<file path="config.mk">
export PLATFORM = sky130hd
export DESIGN_NAME = cmd_frame_parser
export DESIGN_NICKNAME = d
export VERILOG_FILES = /design/src/rtl/cfp_pkg.sv /design/src/rtl/cfp_crc8.sv /design/src/rtl/cfp_len_cnt.sv /design/src/rtl/cmd_frame_parser.sv
export SDC_FILE = /design/constraint.sdc
export NUM_CORES = 1
export LEC_CHECK = 0
export ABC_AREA = 1
export BUFFER_PORTS_ARGS = -buffer_cell sky130_fd_sc_hd__clkbuf_2
export CORE_UTILIZATION = 29
export DETAILED_ROUTE_END_ITERATION = 12
export PLACE_DENSITY_LB_ADDON = 0.05
export SLEW_MARGIN = 20
export SYNTH_ARGS = -nofsm -noshare
export SYNTH_HDL_FRONTEND = slang
export SYNTH_SLANG_ARGS = --single-unit
</file>
<file path="constraint.sdc">
create_clock -name clk -period 1.56 [get_ports clk]
set_clock_uncertainty 0.05 [all_clocks]
set_input_delay 0.156 -clock clk [delete_from_list [all_inputs] [get_ports clk]]
set_output_delay 0.156 -clock clk [all_outputs]
set_load 0.005 [all_outputs]
</file>
<file path="src/rtl/cfp_pkg.sv">
package cfp_pkg;
  localparam int LEN_W = 16;

  typedef enum logic [3:0] {
    ST_HUNT, ST_ID, ST_ADDR, ST_KIND, ST_LEN_HI, ST_LEN_LO, ST_BODY, ST_CHECK, ST_CLOSE
  } pstate_t;

  localparam logic [1:0] EC_NONE  = 2'd0;
  localparam logic [1:0] EC_CLOSE = 2'd1;
  localparam logic [1:0] EC_CHECK = 2'd2;
  localparam logic [1:0] EC_KIND  = 2'd3;

  localparam logic [7:0] KIND_SET   = 8'd1;
  localparam logic [7:0] KIND_QUERY = 8'd2;
  localparam logic [7:0] KIND_SORT  = 8'd3;

  function automatic logic kind_ok(input logic [7:0] k);
    return (k == KIND_SET) || (k == KIND_QUERY) || (k == KIND_SORT);
  endfunction
endpackage

</file>
<file path="src/rtl/cfp_crc8.sv">
module cfp_crc8 #(
  parameter logic [7:0] POLY = 8'h07
) (
  input  logic       clk,
  input  logic       rst,
  input  logic       clr,
  input  logic       en,
  input  logic [7:0] din,
  output logic [7:0] crc
);
  logic [7:0] nxt;

  always_comb begin
    nxt = crc ^ din;
    for (int i = 0; i < 8; i++) begin
      nxt = nxt[7] ? ((nxt << 1) ^ POLY) : (nxt << 1);
    end
  end

  always_ff @(posedge clk) begin
    if (rst || clr) crc <= 8'h00;
    else if (en)    crc <= nxt;
  end
endmodule

</file>
<file path="src/rtl/cfp_len_cnt.sv">
module cfp_len_cnt #(
  parameter int W = 16
) (
  input  logic         clk,
  input  logic         rst,
  input  logic         load,
  input  logic [W-1:0] load_val,
  input  logic         dec,
  output logic         last
);
  logic [W-1:0] remain;

  always_ff @(posedge clk) begin
    if (rst)       remain <= '0;
    else if (load) remain <= load_val;
    else if (dec)  remain <= remain - 1'b1;
  end

  assign last = (remain == {{(W-1){1'b0}}, 1'b1});
endmodule

</file>
<file path="src/rtl/cmd_frame_parser.sv">
module cmd_frame_parser #(
  parameter logic [7:0] SOF_VAL  = 8'hA5,
  parameter logic [7:0] EOF_VAL  = 8'h5A,
  parameter logic [7:0] CRC_POLY = 8'h07
) (
  input  logic        clk,
  input  logic        rst,
  input  logic        in_valid,
  input  logic [7:0]  in_byte,
  output logic        pay_valid,
  output logic [7:0]  pay_byte,
  output logic        frame_done,
  output logic [7:0]  frame_id,
  output logic [7:0]  frame_addr,
  output logic [7:0]  frame_type,
  output logic [15:0] frame_len,
  output logic        err_pulse,
  output logic [1:0]  err_code
);
  import cfp_pkg::*;

  pstate_t          st;
  logic [7:0]       h_id, h_addr, h_kind, h_len_hi;
  logic [LEN_W-1:0] h_len;
  logic [7:0]       crc_q;
  logic             cnt_last;
  logic             crc_clr, crc_en, cnt_load, cnt_dec;
  logic [LEN_W-1:0] len_full;

  assign len_full = {h_len_hi, in_byte};
  assign crc_clr  = in_valid && (st == ST_HUNT);
  assign crc_en   = in_valid && (st inside {ST_ID, ST_ADDR, ST_KIND, ST_LEN_HI, ST_LEN_LO, ST_BODY});
  assign cnt_load = in_valid && (st == ST_LEN_LO);
  assign cnt_dec  = in_valid && (st == ST_BODY);

  cfp_crc8 #(.POLY(CRC_POLY)) u_crc (
    .clk(clk), .rst(rst), .clr(crc_clr), .en(crc_en), .din(in_byte), .crc(crc_q)
  );

  cfp_len_cnt #(.W(LEN_W)) u_cnt (
    .clk(clk), .rst(rst), .load(cnt_load), .load_val(len_full), .dec(cnt_dec), .last(cnt_last)
  );

  always_ff @(posedge clk) begin
    if (rst) begin
      st         <= ST_HUNT;
      h_id       <= '0;
      h_addr     <= '0;
      h_kind     <= '0;
      h_len_hi   <= '0;
      h_len      <= '0;
      pay_valid  <= 1'b0;
      pay_byte   <= '0;
      frame_done <= 1'b0;
      frame_id   <= '0;
      frame_addr <= '0;
      frame_type <= '0;
      frame_len  <= '0;
      err_pulse  <= 1'b0;
      err_code   <= EC_NONE;
    end else begin
      pay_valid  <= 1'b0;
      frame_done <= 1'b0;
      err_pulse  <= 1'b0;
      err_code   <= EC_NONE;
      if (in_valid) begin
        case (st)
          ST_HUNT:   if (in_byte == SOF_VAL) st <= ST_ID;
          ST_ID:     begin h_id <= in_byte;   st <= ST_ADDR; end
          ST_ADDR:   begin h_addr <= in_byte; st <= ST_KIND; end
          ST_KIND: begin
            if (kind_ok(in_byte)) begin
              h_kind <= in_byte;
              st     <= ST_LEN_HI;
            end else begin
              err_pulse <= 1'b1;
              err_code  <= EC_KIND;
              st        <= ST_HUNT;
            end
          end
          ST_LEN_HI: begin h_len_hi <= in_byte; st <= ST_LEN_LO; end
          ST_LEN_LO: begin
            h_len <= len_full;
            st    <= (len_full == '0) ? ST_CHECK : ST_BODY;
          end
          ST_BODY: begin
            pay_valid <= 1'b1;
            pay_byte  <= in_byte;
            if (cnt_last) st <= ST_CHECK;
          end
          ST_CHECK: begin
            if (in_byte == crc_q) st <= ST_CLOSE;
            else begin
              err_pulse <= 1'b1;
              err_code  <= EC_CHECK;
              st        <= ST_HUNT;
            end
          end
          ST_CLOSE: begin
            if (in_byte == EOF_VAL) begin
              frame_done <= 1'b1;
              frame_id   <= h_id;
              frame_addr <= h_addr;
              frame_type <= h_kind;
              frame_len  <= h_len;
            end else begin
              err_pulse <= 1'b1;
              err_code  <= EC_CLOSE;
            end
            st <= ST_HUNT;
          end
          default: st <= ST_HUNT;
        endcase
      end
    end
  end
endmodule

</file>
==> results.sh, run 1 <==
export IMPL_coreArea_um2=18200
export IMPL_hpwlAfterDp_um=11900
export IMPL_dp_cells=1085
export IMPL_rows=49
export IMPL_grt_busiest_layer="met2"
export IMPL_avgSynthCellArea_um2=7.18
export IMPL_vias=5220
export IMPL_final_area_um2=7300
export IMPL_synth_top_area_share_pct=47.3
export IMPL_met3_usage_pct=4.20
export IMPL_dieArea_um2=19400
export IMPL_cp_slowest_cell="dfxtp_2"
export IMPL_p_leak_uw=0.00338
export IMPL_grt_pass1_vias=4941
export IMPL_hold_viol=0
export IMPL_setup_viol=0
export IMPL_worst_setup_path_type="reg2reg"
export IMPL_start_util_pct=30.0
export IMPL_vdd_ir_drop_max_v=0.000750
export IMPL_yosysWarnings=0
export IMPL_drtIter0Drc=246
export IMPL_use_met1_pct=21.7
export IMPL_wl_um=16700
export IMPL_power_total_uw=9310
export IMPL_holdWs_ns=0.0610
export IMPL_outcome="completed"
export IMPL_n_fill_cell=1912
export IMPL_final_common_cell="nand2_1"
export IMPL_powerDensity_nw_per_um2=1280
export IMPL_grt_pass1_wl_um=25900
export IMPL_final_cells=1124
export IMPL_clockBufferDepth=2
export IMPL_syn_area_um2=5470
export IMPL_slew_headroom_pct=71.5
export IMPL_yosys_register_bits=129
export IMPL_finalCritPeriodShare_pct=98.3
export IMPL_critPathMaxFanout=32
export IMPL_min_path_type="in2reg"
export IMPL_fin_nets=898
export IMPL_grt_overflow_total=0
export IMPL_worstMarginPinSlew_ns=0.424
export IMPL_cp_cell_sequence="nor2_4 > nand3_4 > nor3_4 > buf_12 > inv_2 > buf_12 > nor2_1 > nor2_1"
export IMPL_syn_num_nets=777
export IMPL_drive_above_1_share_pct=26.1
export IMPL_numCtsBuffers=17
export IMPL_min_period_ns=1.53
export IMPL_critPathCaptureType="flop"
export IMPL_cts_sinks=129
export IMPL_yosysSeqAreaShare_pct=47.3
export IMPL_final_cell_mix="nand2_1 (144), dfxtp_1 (121), nor2_1 (107)"
export IMPL_cts_root_buf="clkbuf_16"
export IMPL_clock_fmax_mhz=652
export IMPL_hold_depth=4
export IMPL_drc=0
export IMPL_grt_max_degree=67
export IMPL_antenna_found_initial=0
export IMPL_rr_worst_depth=8
export IMPL_dpl_cell_area_um2=6430
export IMPL_routabilityCongestion=0.831
export IMPL_vias_per_cell=4.64
export IMPL_routedWlPerCell_um=14.9
export IMPL_worstPathRequired_ns=1.82
export IMPL_n_antenna_cell=0
export IMPL_io_buffer_count=63
export IMPL_yosysUniqueCellTypes=32
export IMPL_cp_start_kind="flop"
export IMPL_top_regs="frame_len x16, h_len x16, u_cnt.remain x16"
export IMPL_io_pins=64
export IMPL_syn2layout_area_growth_pct=33.5
export IMPL_cap_violations=0
export IMPL_h_tree_depth=4
export IMPL_rsz0062_at_grt="yes"
export IMPL_die_w_um=139
export IMPL_clk_latency_ns=0.42
export IMPL_first_pass_iters=4
export IMPL_die_h_um=139
export IMPL_globalRouteMet2Util_pct=29.7
export IMPL_report_final_slew_viol_count=0
export IMPL_synth_cells=761
export IMPL_clk_pin_slew_worst_paths_ns=0.06
export IMPL_synthTopCellsByArea="dfxtp_1 (47%), nand2_1 (10%), nor2_1 (8.8%), o21ai_0 (7.2%), a21oi_1 (6.4%)"
export IMPL_max_stage_delay_ns=0.35
export IMPL_cts_tree="built"
export IMPL_postRouteAntennaNets=0
export IMPL_crit_arrival_ns=1.79
export IMPL_grtUsageTotal_pct=17.4
export IMPL_synth_area_leader_cell="dfxtp_1"
==> critical path: cells and delay by family (launching register included) <==
kind                   cells  cell delay (ns)
and+or+nand+nor            5             0.67
buffers and inverters      3             0.35
DFF                        1             0.35
==> metrics by stage <==
stage          utilization [%]  setup TNS (ns)  setup WS [ns]
3_3_place_gp              35.3           -2.47        -0.0885
2_1_floorplan                -               0         0.0705
3_5_place_dp              35.3           -3.02         -0.125
4_1_cts                   38.8               0        0.00469
5_1_grt                   40.1           -2.23        -0.0824
6_report                  40.1               0         0.0269
==> synthesized netlist by cell type, drive strengths merged <==
library cell / count
or2: 4
nand3b: 1
a21oi: 70
and3: 1
xor2: 8
nor4: 1
inv: 70
nand3: 25
o21ai: 96
xnor2: 5
and2: 1
clkinv: 1
clkbuf: 11
nor3: 10
dfxtp: 129
ha: 5
nand2: 155
o31ai: 1
o211ai: 1
nor2: 129
buf: 24
a31oi: 7
nand4: 6
==> cells by family after synthesis <==
group                    count (synthesis)  share of synthesized area [%]
buffers and inverters                  106                           8.42
flip-flops                             129                           47.3
AND/OR/NAND/NOR                        333                           24.8
XOR/XNOR                                13                           2.08
AO/OA/AOI/OAI                          175                           16.3
adder cells (fa/ha/maj)                  5                           1.14
==> cell type report <==
type / instances / area, µm² / share of cell area (%)
Clock buffer: 18 / 429 / 5.88
Clock inverter: 14 / 176 / 2.42
Inverter: 71 / 274 / 3.76
Multi-Input combinational cell: 526 / 2580 / 35.3
Sequential cell: 129 / 2590 / 35.6
Tap cell: 229 / 287 / 3.93
Timing Repair Buffer: 137 / 957 / 13.1
==> where the power goes <==
part / internal [µW] / leakage (µW) / switching (µW)
Clock: 2540 / 0.000292 / 1580
Sequential: 3460 / 0.00104 / 116
Combinational: 708 / 0.00205 / 906
Total: 6700 / 0.00338 / 2600
==> per-layer routing <==
layer	share of wire, %	vias up
li1	-	2697
met1	47	2439
met2	49	77
met3	3.0	7
met4	0.54	0
met5	0	-
==> worst paths after layout <==
kind	start	endpoint	slack, ns
hold reg to reg	h_kind[6]$_SDFFE_PP0P_	h_kind[6]$_SDFFE_PP0P_	0.40
setup reg to reg	st[1]$_SDFFE_PP0P_	frame_addr[6]$_SDFFE_PP0P_	0.03
setup / recovery	st[1]$_SDFFE_PP0P_	frame_addr[6]$_SDFFE_PP0P_	0.03
hold / removal	rst	st[1]$_SDFFE_PP0P_	0.06
==> timing repair <==
action | 4_1_cts | 5_1_grt
endpoints found under the setup margin | 46 | 91
cloned | 0 | 1
resized for setup | 13 | 57
setup buffers | 0 | 6
hold buffers | 0 | 0
pin swaps | 3 | 9
Note: power is estimated with default switching activity, not from simulation.
==> run 2, diff against run 1 <==
==> constraint.sdc (replaced) <==
create_clock -name clk -period 1.7 [get_ports clk]
set_clock_uncertainty 0.05 [all_clocks]
set_input_delay 0.17 -clock clk [delete_from_list [all_inputs] [get_ports clk]]
set_output_delay 0.17 -clock clk [all_outputs]
set_load 0.005 [all_outputs]
==> run 2 against run 1 <==
  * Critical path depth stayed put
  * Sequential power is 8.4% lower
  * Flip-flop and latch count stayed put
  * Global-route usage is 0.54 points lower
  * Setup slack better by 0.040 ns
  * Via count is 3.8% lower
  * Maximum frequency is 6.2% lower
  * Register-to-register slack better by 0.04 ns
  * Largest cell class unchanged
  * Largest power group unchanged
==> results.sh, run 2 (synthesis results as in run 1) <==
export IMPL_top_regs="frame_len x16, h_len x16, u_cnt.remain x16"
export IMPL_worstMarginPinSlew_ns=0.468
export IMPL_drc=0
export IMPL_hold_viol=0
export IMPL_grtUsageTotal_pct=16.8
export IMPL_crit_cells=8
export IMPL_grt_overflow_total=0
export IMPL_critPathCaptureType="flop"
export IMPL_powerDensity_nw_per_um2=1250
export IMPL_max_stage_delay_ns=0.38
export IMPL_worst_setup_path_type="reg2reg"
export IMPL_clk_latency_ns=0.42
export IMPL_holdWs_ns=0.101
export IMPL_p_leak_uw=0.00328
export IMPL_io_pins=64
export IMPL_syn2layout_area_growth_pct=28.9
export IMPL_drive_above_1_share_pct=20.3
export IMPL_critPathBufInv=1
export IMPL_clk_pin_slew_worst_paths_ns=0.06
export IMPL_clock_fmax_mhz=612
export IMPL_grt_pass1_wl_um=25100
export IMPL_rr_worst_depth=8
export IMPL_vdd_ir_drop_max_v=0.000700
export IMPL_rows=49
export IMPL_fin_nets=878
export IMPL_crit_arrival_ns=1.86
export IMPL_die_w_um=139
export IMPL_grt_pass1_vias=4896
export IMPL_crit_family="flip-flops"
export IMPL_final_util_pct=38.7
export IMPL_coreArea_um2=18200
export IMPL_final_cell_mix="nand2_1 (149), nor2_1 (126), dfxtp_1 (126)"
export IMPL_setup_viol=0
export IMPL_clockBufferDepth=2
export IMPL_cp_cell_sequence="xor2_2 > inv_1 > ha_1 > and3_1 > nand3_1 > nor3_1 > o21ai_0 > nor2_1"
export IMPL_antenna_found_initial=0
export IMPL_critPathMaxFanout=4
export IMPL_die_h_um=139
export IMPL_cts_root_buf="clkbuf_16"
export IMPL_dieArea_um2=19400
export IMPL_final_common_cell="nand2_1"
export IMPL_cp_slowest_cell="dfxtp_1"
export IMPL_routabilityCongestion=0.888
export IMPL_cts_tree="built"
export IMPL_wl_um=15900
export IMPL_finalCritPeriodShare_pct=96.1
export IMPL_h_tree_depth=4
export IMPL_outcome="completed"
export IMPL_report_final_slew_viol_count=0
export IMPL_start_util_pct=30.0
export IMPL_grt_max_degree=53
export IMPL_n_antenna_cell=0
export IMPL_numCtsBuffers=17
export IMPL_hold_buffers=0
export IMPL_vias_per_cell=4.55
export IMPL_io_buffer_count=63
export IMPL_drtIter0Drc=247
export IMPL_hpwlAfterDp_um=11500
export IMPL_cp_start_kind="flop"
export IMPL_routedWlPerCell_um=14.4
export IMPL_worstPathRequired_ns=1.93
export IMPL_hold_depth=4
export IMPL_first_pass_iters=5
export IMPL_postRouteAntennaNets=0
export IMPL_min_period_ns=1.63
export IMPL_slew_headroom_pct=68.8
export IMPL_min_path_type="in2reg"
export IMPL_cts_sinks=129
export IMPL_cap_violations=0
export IMPL_vias=5020
## run 2: cell count changes in the layout (fill, tap and decap cells not counted), moves of 3 or more
cell	previous run	this run
nand2_4	3	0
dfxtp_2	7	3
buf_12	5	2
nor2_2	19	2
nand2_1	144	149
nor2_1	107	126
dfxtp_1	121	126
inv_6	6	2
nand3_1	21	24
clkbuf_8	0	3
bufinv_16	3	6
buf_6	5	2
buf_4	62	49
## run 2: per-layer routing
layer	routed length, µm	GRT usage (%)	share of wire [%]
met2	7500	27.4	47
met5	0	0	0
met1	7190	20.7	45
met4	222	6.14	1.4
met3	954	5.37	6.0
## run 2: final timing paths
check / slack (ns) / to / from
max: 0.07 / st[3]$_SDFFE_PP0P_ / u_crc.crc[6]$_SDFFE_PP0P_
min: 0.10 / u_cnt.remain[4]$_SDFFE_PP0P_ / rst
max reg2reg: 0.07 / st[3]$_SDFFE_PP0P_ / u_crc.crc[6]$_SDFFE_PP0P_
min reg2reg: 0.39 / h_kind[7]$_SDFFE_PP0P_ / h_kind[7]$_SDFFE_PP0P_
## run 2: through the flow
step	setup slack [ns]	power, µW	instances	cell area, µm²	TNS, ns
6_report	0.0665	8780	1104	7050	0
5_1_grt	-0.0261	9210	1104	7050	-0.0341
4_1_cts	0.0185	8780	1097	6950	0
3_5_place_dp	0.0173	4450	1065	6250	0
3_3_place_gp	0.0620	4440	1065	6250	0
2_1_floorplan	0.211	4070	761	5470	0
## run 2: report_power, final
part	switching (µW)	leakage, µW	internal (µW)
Combinational	742	0.00190	496
Clock	1390	0.000338	2890
Sequential	101	0.00104	3170
Total	2230	0.00328	6550
## run 2: final cells by class
type | instances | area [µm²]
fill | 1910 | 11200
sequential | 129 | 2590
multi-input combinational | 526 | 2450
timing repair buffer | 117 | 751
clock buffer | 21 | 470
tap | 229 | 287
inverter | 71 | 278
clock inverter | 11 | 224
## run 2: what timing repair did
action,4_1_cts,5_1_grt
resized for setup,0,21
buffers inserted,0,7
endpoints found under the setup margin,0,63
## run 2: worst reg2reg max path: stages, from the launching register on
cell	delay (ns)
dfxtp_1	0.38
xor2_2	0.23
inv_1	0.11
ha_1	0.19
and3_1	0.17
nand3_1	0.10
nor3_1	0.05
o21ai_0	0.16
nor2_1	0.05
